[src/rtl/dlrx_pkg.sv]
package dlrx_pkg;

    localparam int BYTE_W = 8;

    typedef enum logic [1:0] {
        ST_GOOD    = 2'b00,
        ST_ERRABT  = 2'b01,
        ST_PARTIAL = 2'b10
    } stat_kind_e;

    typedef enum logic {
        RX_IDLE = 1'b0,
        RX_MSG  = 1'b1
    } rx_state_e;

    typedef struct packed {
        logic wr;
        logic commit;
        logic rewind;
    } store_op_t;

    function automatic stat_kind_e end_kind(input logic bad);
        return bad ? ST_ERRABT : ST_GOOD;
    endfunction

endpackage

[src/rtl/dlrx_byte_ring.sv]
module dlrx_byte_ring
    import dlrx_pkg::*;
#(
    parameter int DEPTH = 64,
    localparam int AW = (DEPTH > 1) ? $clog2(DEPTH) : 1,
    localparam int CW = $clog2(DEPTH + 1)
) (
    input  logic              clk,
    input  logic              rst,
    input  store_op_t         op,
    input  logic [BYTE_W-1:0] wr_data,
    input  logic              rd_pop,
    output logic [BYTE_W-1:0] rd_data,
    output logic [CW-1:0]     used,
    output logic [CW-1:0]     readable
);

    logic [BYTE_W-1:0] mem [DEPTH];
    logic [AW-1:0]     wptr_q, cptr_q, rptr_q;
    logic [AW-1:0]     base, wptr_n, rptr_n;
    logic [CW-1:0]     used_q, pend_q, pend_base, pend_n, used_n;
    logic              do_pop;

    function automatic logic [AW-1:0] bump(input logic [AW-1:0] p);
        return (p == AW'(DEPTH - 1)) ? '0 : p + 1'b1;
    endfunction

    always_comb begin
        base      = op.rewind ? cptr_q : wptr_q;
        pend_base = op.rewind ? '0 : pend_q;
        wptr_n    = op.wr ? bump(base) : base;
        pend_n    = op.commit ? '0 : pend_base + CW'(op.wr);
        do_pop    = rd_pop && (readable != '0);
        rptr_n    = do_pop ? bump(rptr_q) : rptr_q;
        used_n    = used_q - (op.rewind ? pend_q : '0) + CW'(op.wr) - CW'(do_pop);
    end

    always_ff @(posedge clk) begin
        if (op.wr) begin
            mem[base] <= wr_data;
        end
    end

    always_ff @(posedge clk) begin
        if (rst) begin
            wptr_q <= '0;
            cptr_q <= '0;
            rptr_q <= '0;
            used_q <= '0;
            pend_q <= '0;
        end else begin
            wptr_q <= wptr_n;
            rptr_q <= rptr_n;
            used_q <= used_n;
            pend_q <= pend_n;
            if (op.commit) begin
                cptr_q <= wptr_n;
            end
        end
    end

    assign used     = used_q;
    assign readable = used_q - pend_q;
    assign rd_data  = mem[rptr_q];

    // the controller never writes into a location that is still occupied
    p_no_overrun_r4: assert property (@(posedge clk) disable iff (rst)
        op.wr |-> ((used_q - (op.rewind ? pend_q : '0)) < CW'(DEPTH)));

    // uncommitted bytes never exceed the total occupancy
    p_pend_bounded_r2: assert property (@(posedge clk) disable iff (rst)
        pend_q <= used_q);

endmodule

[src/rtl/dlrx_stat_queue.sv]
module dlrx_stat_queue
    import dlrx_pkg::*;
#(
    parameter int SDEPTH = 16,
    parameter int CW = 7,
    localparam int QW = (SDEPTH > 1) ? $clog2(SDEPTH) : 1,
    localparam int NW = $clog2(SDEPTH + 1)
) (
    input  logic       clk,
    input  logic       rst,
    input  logic       push,
    input  stat_kind_e push_kind,
    input  logic [CW-1:0] push_cnt,
    input  logic       pop,
    output logic       avail,
    output logic       room,
    output stat_kind_e head_kind,
    output logic [CW-1:0] head_cnt
);

    stat_kind_e    kind_mem [SDEPTH];
    logic [CW-1:0] cnt_mem  [SDEPTH];
    logic [QW-1:0] wptr_q, rptr_q;
    logic [NW-1:0] fill_q;
    logic          do_pop;

    function automatic logic [QW-1:0] bump(input logic [QW-1:0] p);
        return (p == QW'(SDEPTH - 1)) ? '0 : p + 1'b1;
    endfunction

    assign avail  = (fill_q != '0);
    assign room   = (fill_q < NW'(SDEPTH));
    assign do_pop = pop && avail;

    always_ff @(posedge clk) begin
        if (push) begin
            kind_mem[wptr_q] <= push_kind;
            cnt_mem[wptr_q]  <= push_cnt;
        end
    end

    always_ff @(posedge clk) begin
        if (rst) begin
            wptr_q <= '0;
            rptr_q <= '0;
            fill_q <= '0;
        end else begin
            if (push) begin
                wptr_q <= bump(wptr_q);
            end
            if (do_pop) begin
                rptr_q <= bump(rptr_q);
            end
            fill_q <= fill_q + NW'(push) - NW'(do_pop);
        end
    end

    assign head_kind = kind_mem[rptr_q];
    assign head_cnt  = cnt_mem[rptr_q];

    // a record is never pushed into a full queue
    p_no_push_full_r9: assert property (@(posedge clk) disable iff (rst)
        push |-> room);

    // a partial record read out always carries a zero count
    p_partial_zero_r4: assert property (@(posedge clk) disable iff (rst)
        (avail && head_kind == ST_PARTIAL) |-> (head_cnt == '0));

    // good and error records read out always count at least one byte
    p_counted_nonzero_r3: assert property (@(posedge clk) disable iff (rst)
        (avail && head_kind != ST_PARTIAL) |-> (head_cnt != '0));

endmodule

[src/rtl/dlrx_rx_ctrl.sv]
module dlrx_rx_ctrl
    import dlrx_pkg::*;
#(
    parameter int DEPTH = 64,
    localparam int CW = $clog2(DEPTH + 1)
) (
    input  logic          clk,
    input  logic          rst,
    input  logic          in_valid,
    input  logic          in_som,
    input  logic          in_eom,
    input  logic          in_bad,
    input  logic [CW-1:0] used,
    input  logic          stat_room,
    output store_op_t     op,
    output logic          st_push,
    output stat_kind_e    st_kind,
    output logic [CW-1:0] st_cnt
);

    rx_state_e     state_q, state_n;
    logic [CW-1:0] msg_cnt_q, msg_cnt_n;
    logic [CW-1:0] used_after;

    always_comb begin
        op         = '0;
        st_push    = 1'b0;
        st_kind    = ST_GOOD;
        st_cnt     = '0;
        state_n    = state_q;
        msg_cnt_n  = msg_cnt_q;
        used_after = used - ((state_q == RX_MSG) ? msg_cnt_q : '0);

        if (in_valid) begin
            if (in_som) begin
                op.rewind = (state_q == RX_MSG);
                msg_cnt_n = '0;
                state_n   = RX_IDLE;
                if (!stat_room) begin
                    // no slot for a record: drop the whole message
                    state_n = RX_IDLE;
                end else if (used_after < CW'(DEPTH)) begin
                    op.wr     = 1'b1;
                    msg_cnt_n = CW'(1);
                    if (in_eom) begin
                        op.commit = 1'b1;
                        st_push   = 1'b1;
                        st_kind   = end_kind(in_bad);
                        st_cnt    = CW'(1);
                        msg_cnt_n = '0;
                    end else begin
                        state_n = RX_MSG;
                    end
                end else begin
                    st_push = 1'b1;
                    st_kind = ST_PARTIAL;
                end
            end else if (state_q == RX_MSG) begin
                if (used < CW'(DEPTH)) begin
                    op.wr     = 1'b1;
                    msg_cnt_n = msg_cnt_q + 1'b1;
                    if (in_eom) begin
                        op.commit = 1'b1;
                        st_push   = 1'b1;
                        st_kind   = end_kind(in_bad);
                        st_cnt    = msg_cnt_q + 1'b1;
                        msg_cnt_n = '0;
                        state_n   = RX_IDLE;
                    end
                end else begin
                    op.rewind = 1'b1;
                    st_push   = 1'b1;
                    st_kind   = ST_PARTIAL;
                    msg_cnt_n = '0;
                    state_n   = RX_IDLE;
                end
            end
        end
    end

    always_ff @(posedge clk) begin
        if (rst) begin
            state_q   <= RX_IDLE;
            msg_cnt_q <= '0;
        end else begin
            state_q   <= state_n;
            msg_cnt_q <= msg_cnt_n;
        end
    end

    // the slot for an open message's record stays reserved in the queue
    p_slot_reserved_r9: assert property (@(posedge clk) disable iff (rst)
        (state_q == RX_MSG) |-> stat_room);

    // outside a message nothing is written without a start marker
    p_idle_ignores_r6: assert property (@(posedge clk) disable iff (rst)
        (state_q == RX_IDLE && !in_som) |-> !op.wr);

endmodule

[src/rtl/dlrx_msg_fifo.sv]
module dlrx_msg_fifo
    import dlrx_pkg::*;
#(
    parameter int DEPTH = 64,
    parameter int STAT_DEPTH = 16
) (
    input  logic                        clk,
    input  logic                        rst,
    input  logic                        in_valid,
    input  logic [7:0]                  in_data,
    input  logic                        in_som,
    input  logic                        in_eom,
    input  logic                        in_bad,
    input  logic                        rd_pop,
    output logic                        rd_avail,
    output logic [7:0]                  rd_data,
    input  logic                        st_pop,
    output logic                        st_avail,
    output logic [1:0]                  st_kind,
    output logic [$clog2(DEPTH+1)-1:0]  st_count,
    output logic                        full_err
);

    localparam int CW = $clog2(DEPTH + 1);

    store_op_t     op;
    logic [CW-1:0] used, readable;
    logic          stat_room, push;
    stat_kind_e    push_kind, head_kind;
    logic [CW-1:0] push_cnt;
    logic          full_q, is_full;

    dlrx_rx_ctrl #(.DEPTH(DEPTH)) u_ctrl (
        .clk       (clk),
        .rst       (rst),
        .in_valid  (in_valid),
        .in_som    (in_som),
        .in_eom    (in_eom),
        .in_bad    (in_bad),
        .used      (used),
        .stat_room (stat_room),
        .op        (op),
        .st_push   (push),
        .st_kind   (push_kind),
        .st_cnt    (push_cnt)
    );

    dlrx_byte_ring #(.DEPTH(DEPTH)) u_ring (
        .clk      (clk),
        .rst      (rst),
        .op       (op),
        .wr_data  (in_data),
        .rd_pop   (rd_pop),
        .rd_data  (rd_data),
        .used     (used),
        .readable (readable)
    );

    dlrx_stat_queue #(.SDEPTH(STAT_DEPTH), .CW(CW)) u_stat (
        .clk       (clk),
        .rst       (rst),
        .push      (push),
        .push_kind (push_kind),
        .push_cnt  (push_cnt),
        .pop       (st_pop),
        .avail     (st_avail),
        .room      (stat_room),
        .head_kind (head_kind),
        .head_cnt  (st_count)
    );

    assign is_full = (used == CW'(DEPTH));

    always_ff @(posedge clk) begin
        if (rst) begin
            full_q <= 1'b0;
        end else if (is_full) begin
            full_q <= 1'b1;
        end else if (st_pop) begin
            full_q <= 1'b0;
        end
    end

    assign rd_avail = (readable != '0);
    assign st_kind  = head_kind;
    assign full_err = full_q;

    // a full store raises the flag on the next cycle
    p_flag_sets_r5: assert property (@(posedge clk) disable iff (rst)
        is_full |=> full_err);

    // the flag only drops on a status pop
    p_flag_sticky_r5: assert property (@(posedge clk) disable iff (rst)
        (full_err && !st_pop) |=> full_err);

endmodule

[config.mk]
export PLATFORM = sky130hd
export DESIGN_NAME = dlrx_msg_fifo
export DESIGN_NICKNAME = d
export VERILOG_FILES = /design/src/rtl/dlrx_pkg.sv /design/src/rtl/dlrx_byte_ring.sv /design/src/rtl/dlrx_stat_queue.sv /design/src/rtl/dlrx_rx_ctrl.sv /design/src/rtl/dlrx_msg_fifo.sv
export SDC_FILE = /design/constraint.sdc
export NUM_CORES = 1
export LEC_CHECK = 0
export BUFFER_PORTS_ARGS = -buffer_cell sky130_fd_sc_hd__buf_4
export CAP_MARGIN = 20
export CORE_ASPECT_RATIO = 0.9
export CORE_MARGIN = 2
export CORE_UTILIZATION = 35
export DETAILED_ROUTE_END_ITERATION = 7
export HOLD_SLACK_MARGIN = 0.02
export PLACE_DENSITY = 0.56
export SLEW_MARGIN = 20
export SYNTH_ARGS = -nofsm -noshare
export SYNTH_HDL_FRONTEND = slang
export SYNTH_SLANG_ARGS = --single-unit
[constraint.sdc]
create_clock -name clk -period 4.21 [get_ports clk]
set_input_delay 0.842 -clock clk [delete_from_list [all_inputs] [get_ports clk]]
set_output_delay 0.842 -clock clk [all_outputs]
set_load 0.02 [all_outputs]
== Word level (Yosys, flattened, before mapping) ==
Memories as Yosys holds them, arrays and structs flattened. A register that Yosys moved wholly into a read port is not among the register bits.
Index checks and enable logic that the tools add are counted.
Cells by class
  add/subtract/negate cells: 13
  $lt $le $gt $ge: 3
  eq/ne operators: 5
  muxes and demuxes: 64
  reduce and logical (&&, ||, !) cells: 8
Operator list (count)
  two-way mux 7 bit: 16
  two-way mux 6 bit: 6
  two-way mux 4 bit: 6
  two-way mux 1 bit: 23
  subtractor 7 bit: 3
  two-way mux 2 bit: 10
  adder 7 x 1 -> 7 bit: 2
  less-than comparator 7 bit (second input constant): 2
  adder 6 x 1 -> 6 bit (second input constant): 2
  equality test 6 bit (second input constant): 2
  two-way mux 3 bit: 3
  adder 4 x 1 -> 4 bit (second input constant): 2
  equality test 4 bit (second input constant): 2
  adder 7 x 1 -> 7 bit (second input constant): 1
  equality test 7 bit (second input constant): 1
  nonzero test 7 bit: 1
  subtractor 7 x 1 -> 7 bit: 1
  adder 5 x 1 -> 5 bit: 1
  less-than comparator 5 bit (second input constant): 1
  nonzero test 5 bit: 1
  subtractor 5 x 1 -> 5 bit: 1
  nonzero test 2 bit: 2
  logical AND 1 bit: 2
  AND reduction 2 bit: 1
  OR reduction 2 bit: 1
Storage, ports and cells
  register bits after elaboration: 54
  memory bits (writable): 656
  input bits: 16
  output and inout port bits: 20
  word-level logic and storage cells: 107
  memories: 3
Memories
  u_ring.mem: words 64, width 8, read ports 1, clocked after Yosys merged registers in 1, write ports 1, RTL line dlrx_byte_ring.sv:18  | logic [BYTE_W-1:0] mem [DEPTH];
  u_stat.cnt_mem: words 16, width 7, read ports 1, clocked after Yosys merged registers in 1, write ports 1, RTL line dlrx_stat_queue.sv:22  | logic [CW-1:0] cnt_mem [SDEPTH];
  u_stat.kind_mem: words 16, width 2, read ports 1, clocked after Yosys merged registers in 1, write ports 1, RTL line dlrx_stat_queue.sv:21  | stat_kind_e kind_mem [SDEPTH];

== Longest topological paths before layout ==
  depth after elaboration: 11
  mapped depth: 20
  gate-level depth less buffers: 17

== By module ==
Synthesis repeated with hierarchy kept, for this count alone.
Unflattened totals
  cells, all modules: 1543
  area total of the unflattened synthesis: 29324.4 µm²
By module, submodules not included
  dlrx_byte_ring: times used 1, cells each 1100, area an instance 22068.7 µm², seq. area each 16135.5 µm²
  dlrx_stat_queue: times used 1, cells each 330, area an instance 6426.2 µm², seq. area each 4664.5 µm²
  dlrx_rx_ctrl: times used 1, cells each 105, area an instance 764.5 µm², seq. area each 160.2 µm²
  dlrx_msg_fifo: times used 1, cells each 8, area an instance 65.1 µm², seq. area each 20.0 µm²

== Least setup slack after synthesis ==
Ideal clock, no wire load.
  path type: register to register
  start: reg u_ctrl.state_q
  end: reg u_ring.used_q[5] (netlist: u_ring.used[5])
  setup time: 128 ps
  arrival: 4145 ps
  required time: 4082 ps
  slack: -62 ps
  cell stages (with the launch flop): 21
  buffers on the path: 3
  clock period less this slack: 4272 ps
  cells stage by stage: dfxtp_1 > clkbuf_1 > nand2_1 > ha_1 > a21oi_1 > o21ai_1 > nor4_1 > or3_1 > buf_2 > buf_6 > inv_2 > fa_1 > inv_1 > fa_1 > ha_1 > fa_1 > a21oi_1 > nor2_1 > nor2_1 > xor2_1 > nor2_1
On the way
  longest elaborated chain between the ends: 9
  elaborated cells between the ends (all ways): 12
  classes of those cells: add/sub (4); order compare (1); mux (7)
RTL lines
  start: declaration: RTL line dlrx_rx_ctrl.sv:21  | rx_state_e state_q, state_n;
  start signal: assignment: RTL line dlrx_rx_ctrl.sv:86  | state_q <= state_n;
  two-way mux 7 bit: RTL line dlrx_rx_ctrl.sv:32  | used_after = used - ((state_q == RX_MSG) ? msg_cnt_q : '0);
  subtractor 7 bit: RTL line dlrx_rx_ctrl.sv:32
  less-than comparator 7 bit: RTL line dlrx_rx_ctrl.sv:42  | end else if (used_after < CW'(DEPTH)) begin
  two-way mux 2 bit: RTL line dlrx_rx_ctrl.sv:42
  two-way mux 2 bit: RTL line dlrx_rx_ctrl.sv:39  | if (!stat_room) begin
  two-way mux 3 bit *: RTL line dlrx_rx_ctrl.sv:35  | if (in_som) begin
  two-way mux 3 bit *: RTL line dlrx_rx_ctrl.sv:34  | if (in_valid) begin
  adder 7 x 1 -> 7 bit *: RTL line dlrx_byte_ring.sv:35  | used_n = used_q - (op.rewind ? pend_q : '0) + CW'(op.wr) - CW'(do_pop);
  subtractor 7 x 1 -> 7 bit *: RTL line dlrx_byte_ring.sv:35
  end signal: assignment: RTL line dlrx_byte_ring.sv:54  | used_q <= used_n;
  end: declaration: RTL line dlrx_byte_ring.sv:21  | logic [CW-1:0] used_q, pend_q, pend_base, pend_n, used_n;
Mark *: on every way between the ends. The rest lies on a longest branch, timed or not.
A chain may end at the register's enable or synchronous reset.

==> flow_metrics.env <==
export IMPL_fin_util=0.409
export IMPL_grt_pass1_wl_um=97300
export IMPL_finalWorstSetupSlack_ns=0.109
export IMPL_final_nets=1735
export IMPL_pwr_share_comb=0.172
export IMPL_yosys_warnings=0
export IMPL_p_total_mw=17.7
export IMPL_seq_area_um2=21000
export IMPL_swShare=0.255
export IMPL_rsz0062_at_grt="yes"
export IMPL_cts_tree="yes"
export IMPL_hp_class="flop to flop"
export IMPL_yosysSeqAreaShare=0.718
export IMPL_final_cell_area_um2=33900
export IMPL_synth_edff_count=656
export IMPL_final_layout_size_suffix_gt1_frac=0.264
export IMPL_clkPwrFrac=0.373
export IMPL_tns_ns=0
export IMPL_grt_use_total=0.153
export IMPL_first_iter_violations=1205
export IMPL_coreArea_um2=82700
export IMPL_port_buffers=35
export IMPL_p_sw_mw=4.52
export IMPL_wl_per_cell_um=22.8
export IMPL_max_cap_violations=0
export IMPL_cts_made_buffers=77
export IMPL_min_period_ns=4.10
export IMPL_path_cells="buf_16 > mux4_2 > mux4_2 > mux2i_1 > a211oi_1 > buf_4"
export IMPL_gp_congestion=0.816
export IMPL_ctsHoldBuffers=0
export IMPL_drt_total_wl_um=65000
export IMPL_syn_area_per_cell_um2=18.9
export IMPL_rows=100
export IMPL_crit_top_cell="mux4_2"
export IMPL_dieArea_um2=85800
export IMPL_vdd_drop_max_mv=0.272
export IMPL_synthTopCellsByCount="656 x edfxtp_1, 195 x mux4_2, 131 x nor2_1"
export IMPL_die_h_um=278
export IMPL_vias_per_cell=5.10
export IMPL_clkLatencyLatePin_ns=0.62
export IMPL_h_tree_depth=3
export IMPL_cp_start_kind="flop"
export IMPL_p_per_area_nw_per_um2=524
export IMPL_cts_clk_slew_worst_paths_ns=0.05
export IMPL_path_max_fanout=37
export IMPL_seq_power_share=0.454
export IMPL_nFillCells=7307
export IMPL_timing_fmax_mhz=244
export IMPL_synth_most_common_cell="edfxtp_1"
export IMPL_cts_setup_buffers=0
export IMPL_grt_pass1_vias=15000
export IMPL_p_leak_nw=10.6
export IMPL_finalCritPeriodShare=0.974
export IMPL_cp_required_ns=3.37
export IMPL_gr_total_overflow=0
export IMPL_hold_viol_final=0
export IMPL_antenna_found_initial=0
export IMPL_drv_slew=0
export IMPL_synthArstFlopShare=0
export IMPL_ys_ff_latch=720
export IMPL_synthTopCellsByArea="edfxtp_1 67%, mux4_2 15%, dfxtp_1 4.4%"
export IMPL_cts_buffer_depth=3
export IMPL_status="finished, final reports clean"
export IMPL_die_w_um=309
export IMPL_synth_top_area_frac=0.674
export IMPL_slew_headroom=0.336
export IMPL_skew_ns=0.0279
export IMPL_antenna_cells=0
export IMPL_drc_errors=0
export IMPL_slowest_delay_ns=0.60
export IMPL_path_class="flop to output port"
export IMPL_area_delta_synth_final_pct=15.9
export IMPL_start_util=0.353
export IMPL_yosys_most_used_dff="edfxtp_1"
export IMPL_multi_input_area_um2=7770
export IMPL_cts_root_buf="clkbuf_16"
export IMPL_fin_cells=2857
export IMPL_syn_num_nets=1604
export IMPL_via_count=14600
export IMPL_dp_hpwl_um=39400
export IMPL_crit_slowest_cell="mux4_2"
export IMPL_finalSetupViolCount=0
export IMPL_dp_worst_setup_slack_ns=0.0397
export IMPL_dp_cells=2718
export IMPL_netlist_area_um2=29200
export IMPL_io_pins=36
export IMPL_worst_pin_slew_ns=0.992
export IMPL_crit_path_end_kind="output port"
export IMPL_grt_max_degree=65
export IMPL_drtPass1Iterations=5
export IMPL_synth_cells=1544
export IMPL_cp_data_arrival_time_ns=3.26
export IMPL_cts_num_sinks=720
export IMPL_internal_power_mw=13.2
export IMPL_ys_types=65
export IMPL_drtAntennaViolNets=0
export IMPL_yosys_area_top_type="edfxtp_1"
export IMPL_hold_ws_ns=0.498
export IMPL_placed_cell_area_um2=31400
[sequential cells by signal (all words and copies together) (netlist names), 5 cells and up, named ones only]
register / cells
u_ctrl.msg_cnt_q: 7
u_ring.cptr_q: 6
u_ring.used: 7
u_ring.wptr_q: 6
u_ring.mem: 512
u_ring.rptr_q: 6
u_stat.kind_mem: 32
u_ring.pend_q: 7
u_stat.cnt_mem: 112
u_stat.fill_q: 5
[worst max-delay path, delay by kind of cell (launching register included)]
| family | cells | cell delay, ns |
|---|---|---|
| mux | 3 | 1.52 |
| buf+inv | 2 | 0.50 |
| flops | 1 | 0.44 |
| compound gates | 1 | 0.17 |
[cell families after synthesis]
family          after synthesis  synth area share
flops                       720             0.718
simple gates                284            0.0455
mux                         239             0.166
buf+inv                     120            0.0182
compound gates              111            0.0253
fa+ha+maj                    44            0.0199
xor+xnor                     26           0.00779
[layout make-up]
type | instances | area share
flip-flops and latches | 720 | 0.620
repair buffers | 130 | 0.0316
well taps | 1122 | 0.0415
inverters | 42 | 0.00466
clock buffers | 100 | 0.0610
multi-input cells | 704 | 0.229
clock inverters | 39 | 0.0120
[layer usage]
| metal | track usage | up-vias | part of all wire |
|---|---|---|---|
| met5 | 0 | - | 0 |
| met4 | 0.0402 | 0 | 0.019 |
| met3 | 0.0289 | 85 | 0.054 |
| met2 | 0.242 | 350 | 0.48 |
| met1 | 0.217 | 7642 | 0.45 |
| li1 | - | 6483 | - |
[cell usage in the layout (no fill, tap or decap), types with 9 or more instances in the layout]
master / netlist / final
inv_1: 39 / 39
nand2_1: 46 / 46
nand3_1: 25 / 25
xnor2_1: 16 / 16
buf_4: 5 / 123
mux4_2: 195 / 195
clkinv_1: 0 / 14
dfxtp_1: 64 / 59
clkinv_2: 0 / 9
nor2b_1: 17 / 17
edfxtp_1: 656 / 656
xor2_1: 10 / 10
or3_1: 9 / 9
nor3_1: 11 / 11
mux2i_1: 39 / 38
a21oi_1: 37 / 37
ha_1: 40 / 40
o21ai_0: 17 / 17
clkbuf_16: 0 / 79
nor2_1: 131 / 127
clkbuf_1: 36 / 20
[power by group through the flow]
| stage | Sequential, mW | Combinational (mW) | Clock (mW) |
|---|---|---|---|
| CTS | 8.05 | 3.09 | 6.78 |
| finish | 8.05 | 3.06 | 6.62 |
| global placement | 8.19 | 3.03 | 0 |
| detailed placement | 8.20 | 3.08 | 0 |
| floorplan | 8.13 | 2.15 | 0 |
| global route | 8.06 | 3.34 | 7.05 |
[final timing paths]
check | endpoint | start | cells after the start | slack, ns
max | rd_data[3] | flop | 6 | 0.11
min | u_ring.cptr_q[4] | u_ring.cptr_q[4] | 2 | 0.50
max reg2reg | u_ring.used[5] | u_ring.pend_q[1] | 16 | 0.15
min reg2reg | u_ring.cptr_q[4] | u_ring.cptr_q[4] | 2 | 0.50
[timing repair]
action / 4_1_cts / 5_1_grt
resized for setup: 0 / 6
hold endpoints to repair: 0 / 0
setup endpoints to repair: 0 / 4
Power figures use the tool's default switching activity.
